--- config.mk ---
export PLATFORM = sky130hd
export DESIGN_NAME = line_pixel_unpacker
export DESIGN_NICKNAME = d
export VERILOG_FILES = /design/src/rtl/unpack_pkg.sv /design/src/rtl/line_seq.sv /design/src/rtl/word_slicer.sv /design/src/rtl/frame_flags.sv /design/src/rtl/line_pixel_unpacker.sv
export SDC_FILE = /design/constraint.sdc
export NUM_CORES = 1
export LEC_CHECK = 0
export ABC_AREA = 1
export BUFFER_PORTS_ARGS = -buffer_cell sky130_fd_sc_hd__clkbuf_2
export CAP_MARGIN = 20
export CORE_MARGIN = 4
export CORE_UTILIZATION = 43
export DETAILED_ROUTE_END_ITERATION = 8
export GPL_TIMING_DRIVEN = 1
export PLACE_DENSITY = 0.78
export SETUP_SLACK_MARGIN = 0.05
export SLEW_MARGIN = 20
export SYNTH_ARGS = -nofsm -noshare
export SYNTH_HDL_FRONTEND = slang
export SYNTH_SLANG_ARGS = --single-unit
--- constraint.sdc ---
create_clock -name clk -period 1.7 [get_ports clk]
set_input_delay 0.255 -clock clk [delete_from_list [all_inputs] [get_ports clk]]
set_output_delay 0.255 -clock clk [all_outputs]
set_load 0.005 [all_outputs]
--- src/rtl/unpack_pkg.sv ---
package unpack_pkg;

  localparam int USER_W = 4;

  // number of pixel lanes in one memory word
  function automatic int lanes_per_word(input int word_w, input int pix_w);
    return word_w / pix_w;
  endfunction

  // stream user field: bit 0 frame start, bit 3 frame end
  function automatic logic [USER_W-1:0] pack_user(input logic start_flag, input logic end_flag);
    return {end_flag, 2'b00, start_flag};
  endfunction

endpackage

--- src/rtl/line_seq.sv ---
module line_seq #(
  parameter int CNT_W = 16
) (
  input  logic             clk,
  input  logic             rst_n,
  input  logic             line_en,
  input  logic [CNT_W-1:0] hres,
  input  logic             fifo_empty,
  output logic             active,
  output logic             adv,
  output logic             first_pix,
  output logic             last_pix
);

  logic             en_q;
  logic [CNT_W-1:0] cnt;
  logic             fall;

  assign fall      = en_q & ~line_en;
  assign adv       = active & ~fifo_empty;
  assign first_pix = adv & (cnt == '0);
  assign last_pix  = adv & (cnt == hres - CNT_W'(1));

  always_ff @(posedge clk or negedge rst_n) begin
    if (!rst_n) begin
      en_q   <= 1'b0;
      active <= 1'b0;
      cnt    <= '0;
    end else begin
      en_q <= line_en;
      if (active) begin
        if (adv) begin
          if (last_pix) begin
            active <= 1'b0;
            cnt    <= '0;
          end else begin
            cnt <= cnt + CNT_W'(1);
          end
        end
      end else if (fall && (hres != '0)) begin
        active <= 1'b1;
        cnt    <= '0;
      end
    end
  end

  // count never reaches the line length while running
  a_r3_cnt_in_line: assert property (@(posedge clk) disable iff (!rst_n)
    active |-> (cnt < hres));

  // an empty FIFO freezes the line position
  a_r6_stall_holds: assert property (@(posedge clk) disable iff (!rst_n)
    (active && fifo_empty) |=> (active && $stable(cnt)));

  // a falling edge mid-line neither restarts nor ends the line
  a_r7_busy_edge_kept: assert property (@(posedge clk) disable iff (!rst_n)
    (active && !last_pix && fall) |=> (active && cnt == $past(cnt) + CNT_W'($past(adv))));

endmodule

--- src/rtl/word_slicer.sv ---
module word_slicer
  import unpack_pkg::*;
#(
  parameter int WORD_W = 128,
  parameter int PIX_W  = 8
) (
  input  logic              clk,
  input  logic              rst_n,
  input  logic              adv,
  input  logic              last_pix,
  input  logic [WORD_W-1:0] word,
  output logic              pop,
  output logic [PIX_W-1:0]  pix
);

  localparam int NLANE = lanes_per_word(WORD_W, PIX_W);
  localparam int IDX_W = $clog2(NLANE);

  logic [PIX_W-1:0] lanes [NLANE];
  logic [IDX_W-1:0] idx;
  logic             word_end;

  for (genvar g = 0; g < NLANE; g++) begin : g_lane
    assign lanes[g] = word[g*PIX_W +: PIX_W];
  end

  assign pix      = lanes[idx];
  assign word_end = (idx == IDX_W'(NLANE - 1));
  assign pop      = adv & (word_end | last_pix);

  always_ff @(posedge clk or negedge rst_n) begin
    if (!rst_n) begin
      idx <= '0;
    end else if (pop) begin
      idx <= '0;
    end else if (adv) begin
      idx <= idx + IDX_W'(1);
    end
  end

  // the lane index returns to zero only through a pop
  a_r5_lane_reset_by_pop: assert property (@(posedge clk) disable iff (!rst_n)
    ($past(idx) != '0 && idx == '0) |-> $past(pop));

endmodule

--- src/rtl/frame_flags.sv ---
module frame_flags (
  input  logic clk,
  input  logic rst_n,
  input  logic frame_end,
  input  logic first_pix,
  input  logic last_pix,
  output logic start_now,
  output logic end_now
);

  logic end_pend;
  logic start_pend;

  assign end_now   = last_pix & (end_pend | frame_end);
  assign start_now = first_pix & start_pend;

  always_ff @(posedge clk or negedge rst_n) begin
    if (!rst_n) begin
      end_pend   <= 1'b0;
      start_pend <= 1'b1;
    end else begin
      if (last_pix)       end_pend <= 1'b0;
      else if (frame_end) end_pend <= 1'b1;

      if (end_now)        start_pend <= 1'b1;
      else if (first_pix) start_pend <= 1'b0;
    end
  end

  // after a frame-end pixel a frame start is pending
  a_r8_start_armed: assert property (@(posedge clk) disable iff (!rst_n)
    end_now |=> start_pend);

endmodule

--- src/rtl/line_pixel_unpacker.sv ---
module line_pixel_unpacker
  import unpack_pkg::*;
#(
  parameter int WORD_W = 128,
  parameter int PIX_W  = 8,
  parameter int CNT_W  = 16
) (
  input  logic               clk,
  input  logic               rst_n,
  input  logic               line_en,
  input  logic               frame_end,
  input  logic [CNT_W-1:0]   hres,
  input  logic [WORD_W-1:0]  fifo_rdata,
  input  logic               fifo_empty,
  output logic               fifo_pop,
  output logic               pix_valid,
  output logic [PIX_W-1:0]   pix_data,
  output logic               m_tvalid,
  output logic [PIX_W-1:0]   m_tdata,
  output logic [PIX_W/8-1:0] m_tkeep,
  output logic [PIX_W/8-1:0] m_tstrb,
  output logic [USER_W-1:0]  m_tuser,
  output logic               m_tlast
);

  localparam int BYTES = PIX_W / 8;

  logic             active;
  logic             adv;
  logic             first_pix;
  logic             last_pix;
  logic             start_now;
  logic             end_now;
  logic [PIX_W-1:0] pix;

  line_seq #(.CNT_W(CNT_W)) u_seq (
    .clk        (clk),
    .rst_n      (rst_n),
    .line_en    (line_en),
    .hres       (hres),
    .fifo_empty (fifo_empty),
    .active     (active),
    .adv        (adv),
    .first_pix  (first_pix),
    .last_pix   (last_pix)
  );

  word_slicer #(.WORD_W(WORD_W), .PIX_W(PIX_W)) u_slice (
    .clk      (clk),
    .rst_n    (rst_n),
    .adv      (adv),
    .last_pix (last_pix),
    .word     (fifo_rdata),
    .pop      (fifo_pop),
    .pix      (pix)
  );

  frame_flags u_flags (
    .clk       (clk),
    .rst_n     (rst_n),
    .frame_end (frame_end),
    .first_pix (first_pix),
    .last_pix  (last_pix),
    .start_now (start_now),
    .end_now   (end_now)
  );

  always_ff @(posedge clk or negedge rst_n) begin
    if (!rst_n) begin
      pix_valid <= 1'b0;
      pix_data  <= '0;
      m_tuser   <= '0;
      m_tlast   <= 1'b0;
    end else begin
      pix_valid <= adv;
      if (adv) pix_data <= pix;
      m_tuser <= adv ? pack_user(start_now, end_now) : '0;
      m_tlast <= end_now;
    end
  end

  assign m_tvalid = pix_valid;
  assign m_tdata  = pix_data;
  assign m_tkeep  = {BYTES{pix_valid}};
  assign m_tstrb  = {BYTES{pix_valid}};

  // never pop an empty FIFO
  a_r6_no_pop_empty: assert property (@(posedge clk) disable iff (!rst_n)
    fifo_pop |-> !fifo_empty);

  // frame end flag and last marker travel together with a valid beat
  a_r9_last_pairs_user: assert property (@(posedge clk) disable iff (!rst_n)
    m_tlast |-> (m_tvalid && m_tuser[3]));

  // two frame-end beats never follow back to back
  a_r9_last_single: assert property (@(posedge clk) disable iff (!rst_n)
    m_tlast |=> !m_tlast);

  // keep and strobe mark every byte of a valid beat
  a_r10_keep_full: assert property (@(posedge clk) disable iff (!rst_n)
    m_tvalid |-> (&m_tkeep && &m_tstrb));

endmodule

==> results.cfg, run 1 <==
[critical_path]
cp_common_cell = nand2_1
crit_buf_inv = 3
worstSetupPathType = reg -> out
slowest_delay_ps = 370
crit_family = simple AND/OR/NAND/NOR gates
path_max_fanout = 2
worstSetupEndpointType = output pin
arrival_ps = 1920
crit_path_top_delay_cell = dfrtp_1
start_kind = flop
path_cells = inv_2 > nor2_2 > buf_6 > nand3_4 > nor2_4 > nand2_1 > nor2_1 > nand2_1 > nor2_1 > nand2_1 > nor2_4 > nand2_4 > a21oi_2 > buf_2
cp.required_ps = 1440

[global_route]
grt_usage = 0.269
grt_max_degree = 68
grt_first_pass_wirelength_mm = 22.3
grt_pass1_vias = 4939
antenna_found_initial = 0
grt-ovfl-total = 0

[floorplan]
row_count = 33
die_x_um = 102
core_sq_mm = 0.00834
initial_core_util = 0.451
ios = 175
dieArea_sq_mm = 0.0103
fp.dieH_um = 102

[finish]
final_nets = 977
area_growth_pct = 48.5
drive_above_1_share = 0.400
seq_area_sq_um = 903
diodes = 0
multi_input_area_sq_mm = 0.00258
nFillCells = 711

[routing]
wl_per_cell_um = 15.8
num_vias = 5107
wl_mm = 14.7
drt_iter0_drc = 339
viasPerCell = 5.49
ant_nets = 0
drcViolationCount = 0
drt-pass1-iter-count = 5

[yosys]
synth_edf_count = 0
ys_ff_latch = 36
synth.most_common_cell = nand2_1
synth_area_sq_mm = 0.00376
synth_flop_cell = dfrtp_1
yosysWarnings = 0
synthArstFlopShare = 1.00
syn_inst = 600
synth_common_cells = 108 x nand2_1, 107 x nor2_1, 84 x o21ai_0, 47 x inv_1, 36 x nand3_1
yosys.area.top_type = dfrtp_1
syn_area_per_cell_sq_um = 6.27
synth_seq_area_share = 0.240
ys_top_cells_by_area = dfrtp_1 23%, o21ai_0 11%, nand2_1 11%
yosysTopAreaCellShare = 0.233
yosysUniqueCellTypes = 36

[power]
leakage_uw = 0.00286
power_density_mw_per_mm2 = 1020
ir_drop_v = 0.000667

[run_status]
violations = negative hold slack, negative setup slack
status = finished with violations

[timing]
finalCriticalPeriod_ps = 2170
rsz0062_at_grt = true
clock_skew_ps = 14.5
holdWs_ps = -12.6
tightest_slew_ps = 528
min_period_over_period = 1.28
fmax_ghz = 0.461
tns_ps = -5440
hold_viol = 5
slew_headroom = 0.648
layout_setup_ws_ps = -471
slew_viol_final = 0
finalSetupViolations = 25

[clock_network]
htreeDepth = 2
clk_latency_ps = 290
cts_tree = yes
cts_inserted_buffers = 5
cts-root-buf = clkbuf_8
clockBufferDepth = 2
clkTransAtPathRegs_ps = 80
cts.sinks = 36

[job]
drv_cap = 0

[placed_design]
port_buffers = 172
gp_congestion = 0.946
dpl.hpwl_mm = 11.0

[hold_path]
hp-class = in -> async
==> flip-flops by register name, summed over array words and instances (netlist names) <==
| name | count |
|---|---|
| u_seq.cnt | 16 |
| m_tdata | 8 |
| u_slice.idx | 4 |
| m_tuser | 2 |
| m_tkeep | 1 |
| m_tlast | 1 |
| u_flags.end_pend | 1 |
| u_flags.start_pend | 1 |
| u_seq.active | 1 |
| u_seq.en_q | 1 |
==> logic make-up after synthesis <==
family | Yosys count | share of synthesized area
buffers and inverters | 93 | 0.115
AOI/OAI and AO/OA | 144 | 0.222
DFF | 36 | 0.240
adders and majority gates | 4 | 0.0133
and+or+nand+nor | 305 | 0.369
xor gates and xnor gates | 17 | 0.0396
other | 1 | 0.000997
==> metal layers <==
layer / wire, um / global-route usage / part of all wire
met1: 6020 / 0.339 / 0.41
met2: 7370 / 0.482 / 0.50
met3: 1010 / 0.0393 / 0.068
met4: 331 / 0.0665 / 0.022
met5: 0 / 0 / 0
==> layout make-up <==
| class | count | share of cell area |
|---|---|---|
| sequential | 36 | 0.162 |
| inverter | 50 | 0.0372 |
| tap | 105 | 0.0235 |
| clock buffer | 5 | 0.0123 |
| timing repair buffer | 257 | 0.300 |
| clock inverter | 3 | 0.00336 |
| multi-input combinational | 474 | 0.462 |
==> path summary, 6_finish.rpt <==
kind / from / end / slack [ps] / depth (start not counted)
max: u_seq.active / fifo_pop / -470 / 14
min: rst_n / u_seq.cnt[9] / -10 / 2
max reg2reg: u_seq.active / m_tuser[3] / -390 / 16
min reg2reg: u_flags.start_pend / m_tuser[0] / 480 / 2
max in group asynchronous: rst_n / u_slice.idx[0] / 1350 / 2
min in group clk: line_en / u_seq.en_q / 100 / 1
==> report_power, final <==
part	internal (uW)	total (uW)	switching [uW]
sequential	1050	1290	236
clock	286	610	324
combinational	1670	3790	2110
==> cells in the final DEF (no fill, tap or decap), types with 10 or more instances in the layout <==
| master | n |
|---|---|
| nand2_1 | 107 |
| nor2_1 | 104 |
| nor2_2 | 10 |
| o22ai_1 | 23 |
| nand4_1 | 13 |
| o221ai_1 | 12 |
| o21ai_0 | 81 |
| clkbuf_2 | 171 |
| dfrtp_1 | 34 |
| inv_1 | 43 |
| nand3_1 | 33 |
| a21oi_2 | 10 |
| buf_4 | 67 |
==> metrics by stage <==
stage / instance area, sq um / setup slack (ps) / total power [uW] / std cells / utilization
finish: 5580 / -471 / 5680 / 930 / 0.669
floorplan: 3780 / 38.0 / 3340 / 601 / -
detailed placement: 5070 / -317 / 4420 / 901 / 0.607
CTS: 5390 / -454 / 5230 / 922 / 0.646
global placement: 5070 / -282 / 4320 / 901 / 0.607
global route: 5580 / -644 / 6080 / 930 / 0.669
==> worst reg2reg max path: cells and delay by family, from the launching register on <==
family	cells	cell delay [ps]
simple gates	8	930
flops	1	370
buf+inv	8	730
==> repair_timing <==
item                                    4_1_cts  5_1_grt
hold buffers                                  0        0
gates resized for setup                      25       22
pin swaps                                    13       15
setup buffers                                14        6
gates cloned                                  3        4
endpoints found under the setup margin       26       30
Power figures use the tool's default switching activity.
==> run 2, diff against run 1 <==
==> constraint.sdc (replaced) <==
create_clock -name clk -period 1.7 [get_ports clk]
set_input_delay 0.34 -clock clk [delete_from_list [all_inputs] [get_ports clk]]
set_output_delay 0.34 -clock clk [all_outputs]
set_load 0.005 [all_outputs]
==> results.cfg, run 2 (synthesized netlist as in run 1, its figures left out) <==
[run_status]
status = finished with violations
violations = negative setup slack

[critical_path]
endpoint = fifo_pop
cp_common_cell = nand2_1
worstSetupPathType = reg -> out
start_kind = flop
r2r_end = m_tuser[3]
rrSetupSlack_ps = -270
path_cells = inv_2 > nor2_4 > buf_6 > nand3_2 > nor2_2 > nand2_1 > nor2_1 > nand2_1 > nor2_1 > nand2_1 > nor2_4 > nand2_4 > a21oi_2 > buf_2
cp.required_ps = 1360
worstSetupEndpointType = output pin
arrival_ps = 1930
r2r_cells = 15
r2r-start = u_seq.active
crit_path_start = u_seq.active
slowest_delay_ps = 370
crit_path_top_delay_cell = dfrtp_1
path_max_fanout = 2

[finish]
largest_register_ffs = 16
seq_area_sq_um = 905
drive_above_1_share = 0.397
layout_commonest_cell = clkbuf_2
diodes = 0
top_register = u_seq.cnt
final_cell_mix = 170 x clkbuf_2, 108 x nand2_1, 105 x nor2_1
final_core_util = 0.662
nFillCells = 746
area_growth_pct = 46.9
multi_input_area_sq_mm = 0.00255
final_nets = 979
final_cell_area_sq_mm = 0.00552
layout.cells.non_filler = 932

[floorplan]
row_count = 33
ios = 175
die_x_um = 102
fp.dieH_um = 102
initial_core_util = 0.451
core_sq_mm = 0.00834
dieArea_sq_mm = 0.0103

[timing]
fmax_ghz = 0.440
clock_skew_ps = 5.29
tightest_slew_ps = 546
slew_headroom = 0.635
rsz0062_at_grt = true
finalCriticalPeriod_ps = 2270
slew_viol_final = 0
finalSetupViolations = 26
holdWs_ps = 89.1
min_period_over_period = 1.34
layout_setup_ws_ps = -574
hold_viol = 0

[placed_design]
gp_congestion = 0.901
dpl.hpwl_mm = 11.2
dp.cells = 909
port_buffers = 172
place_area_sq_mm = 0.00514

[clock_network]
cts_tree = yes
clockBufferDepth = 2
htreeDepth = 2
clkTransAtPathRegs_ps = 70
postCtsHoldBufs = 0
clk_latency_ps = 280
cts.sinks = 36
cts-root-buf = clkbuf_8
cts_inserted_buffers = 5

[routing]
drt-pass1-iter-count = 5
drcViolationCount = 0
ant_nets = 0
drt_iter0_drc = 381
viasPerCell = 5.45
wl_per_cell_um = 15.9
wl_mm = 14.8
num_vias = 5083

[global_route]
grt-ovfl-total = 0
grt_usage = 0.270
grt_first_pass_wirelength_mm = 22.3
grt_max_degree = 66
antenna_found_initial = 0
grt_pass1_vias = 4869

[power]
leakage_uw = 0.00284
ir_drop_v = 0.000595
power_density_mw_per_mm2 = 997
finalPower_uw = 5500

[job]
drv_cap = 0

[hold_path]
hp-class = in -> async
[run 2: changes by cell type in the layout (fill, tap and decap cells not counted), sizes merged]
cell / delta
buf: +4
clkinv: -4
inv: +1
clkbuf: +1
[run 2: metrics by stage]
step                TNS [ps]  setup WS, ps
floorplan               -361          -110
global placement      -11520          -536
detailed placement    -12490          -593
CTS                    -5480          -555
global route          -10530          -766
finish                 -5710          -574
[run 2: critical path: cells and delay by family (launching register included)]
family	cells	cell delay (ps)
AO/OA/AOI/OAI	1	150
flip-flops	1	370
buffers and inverters	3	310
AND/OR/NAND/NOR	10	810
[run 2: worst min path at each step]
| stage | start | to | slack (ps) | depth (start not counted) |
|---|---|---|---|---|
| after floorplan | rst_n | m_tdata[0] | 40 | 0 |
| after global placement | rst_n | u_seq.cnt[10] | 410 | 2 |
| after detailed placement | rst_n | u_flags.end_pend | 420 | 2 |
| after CTS | rst_n | u_seq.cnt[11] | 110 | 2 |
| after global routing | rst_n | u_seq.cnt[9] | 140 | 2 |
| final | rst_n | u_seq.cnt[9] | 90 | 2 |
[run 2: what timing repair did]
action                     in CTS  in global routing
cloned                          2                  2
setup endpoints to repair      26                 34
gates resized for setup        24                 12
buffers inserted               11                  5
hold endpoints to repair        0                  0
pin swaps                      13                  8
[run 2: layout make-up]
cell class / count / area share
Clock buffer: 8 / 0.0181
Inverter: 50 / 0.0372
Multi-Input combinational cell: 474 / 0.462
Sequential cell: 36 / 0.164
Tap cell: 105 / 0.0238
Timing Repair Buffer: 259 / 0.295
[run 2: power by group]
part           internal [uW]  leakage, uW  total (uW)  switching (uW)
clock network            370    0.0000515         674             304
logic                   1520      0.00234        3550            2040
registers               1050     0.000453        1280             222
total                   2940      0.00284        5500            2560
[run 2: per-layer routing]
metal,GRT usage,part of all wire,up-vias
li1,-,-,2451
met1,0.331,0.39,2334
met2,0.489,0.51,251
met3,0.0331,0.072,47
met4,0.0869,0.030,0
met5,0,0,-
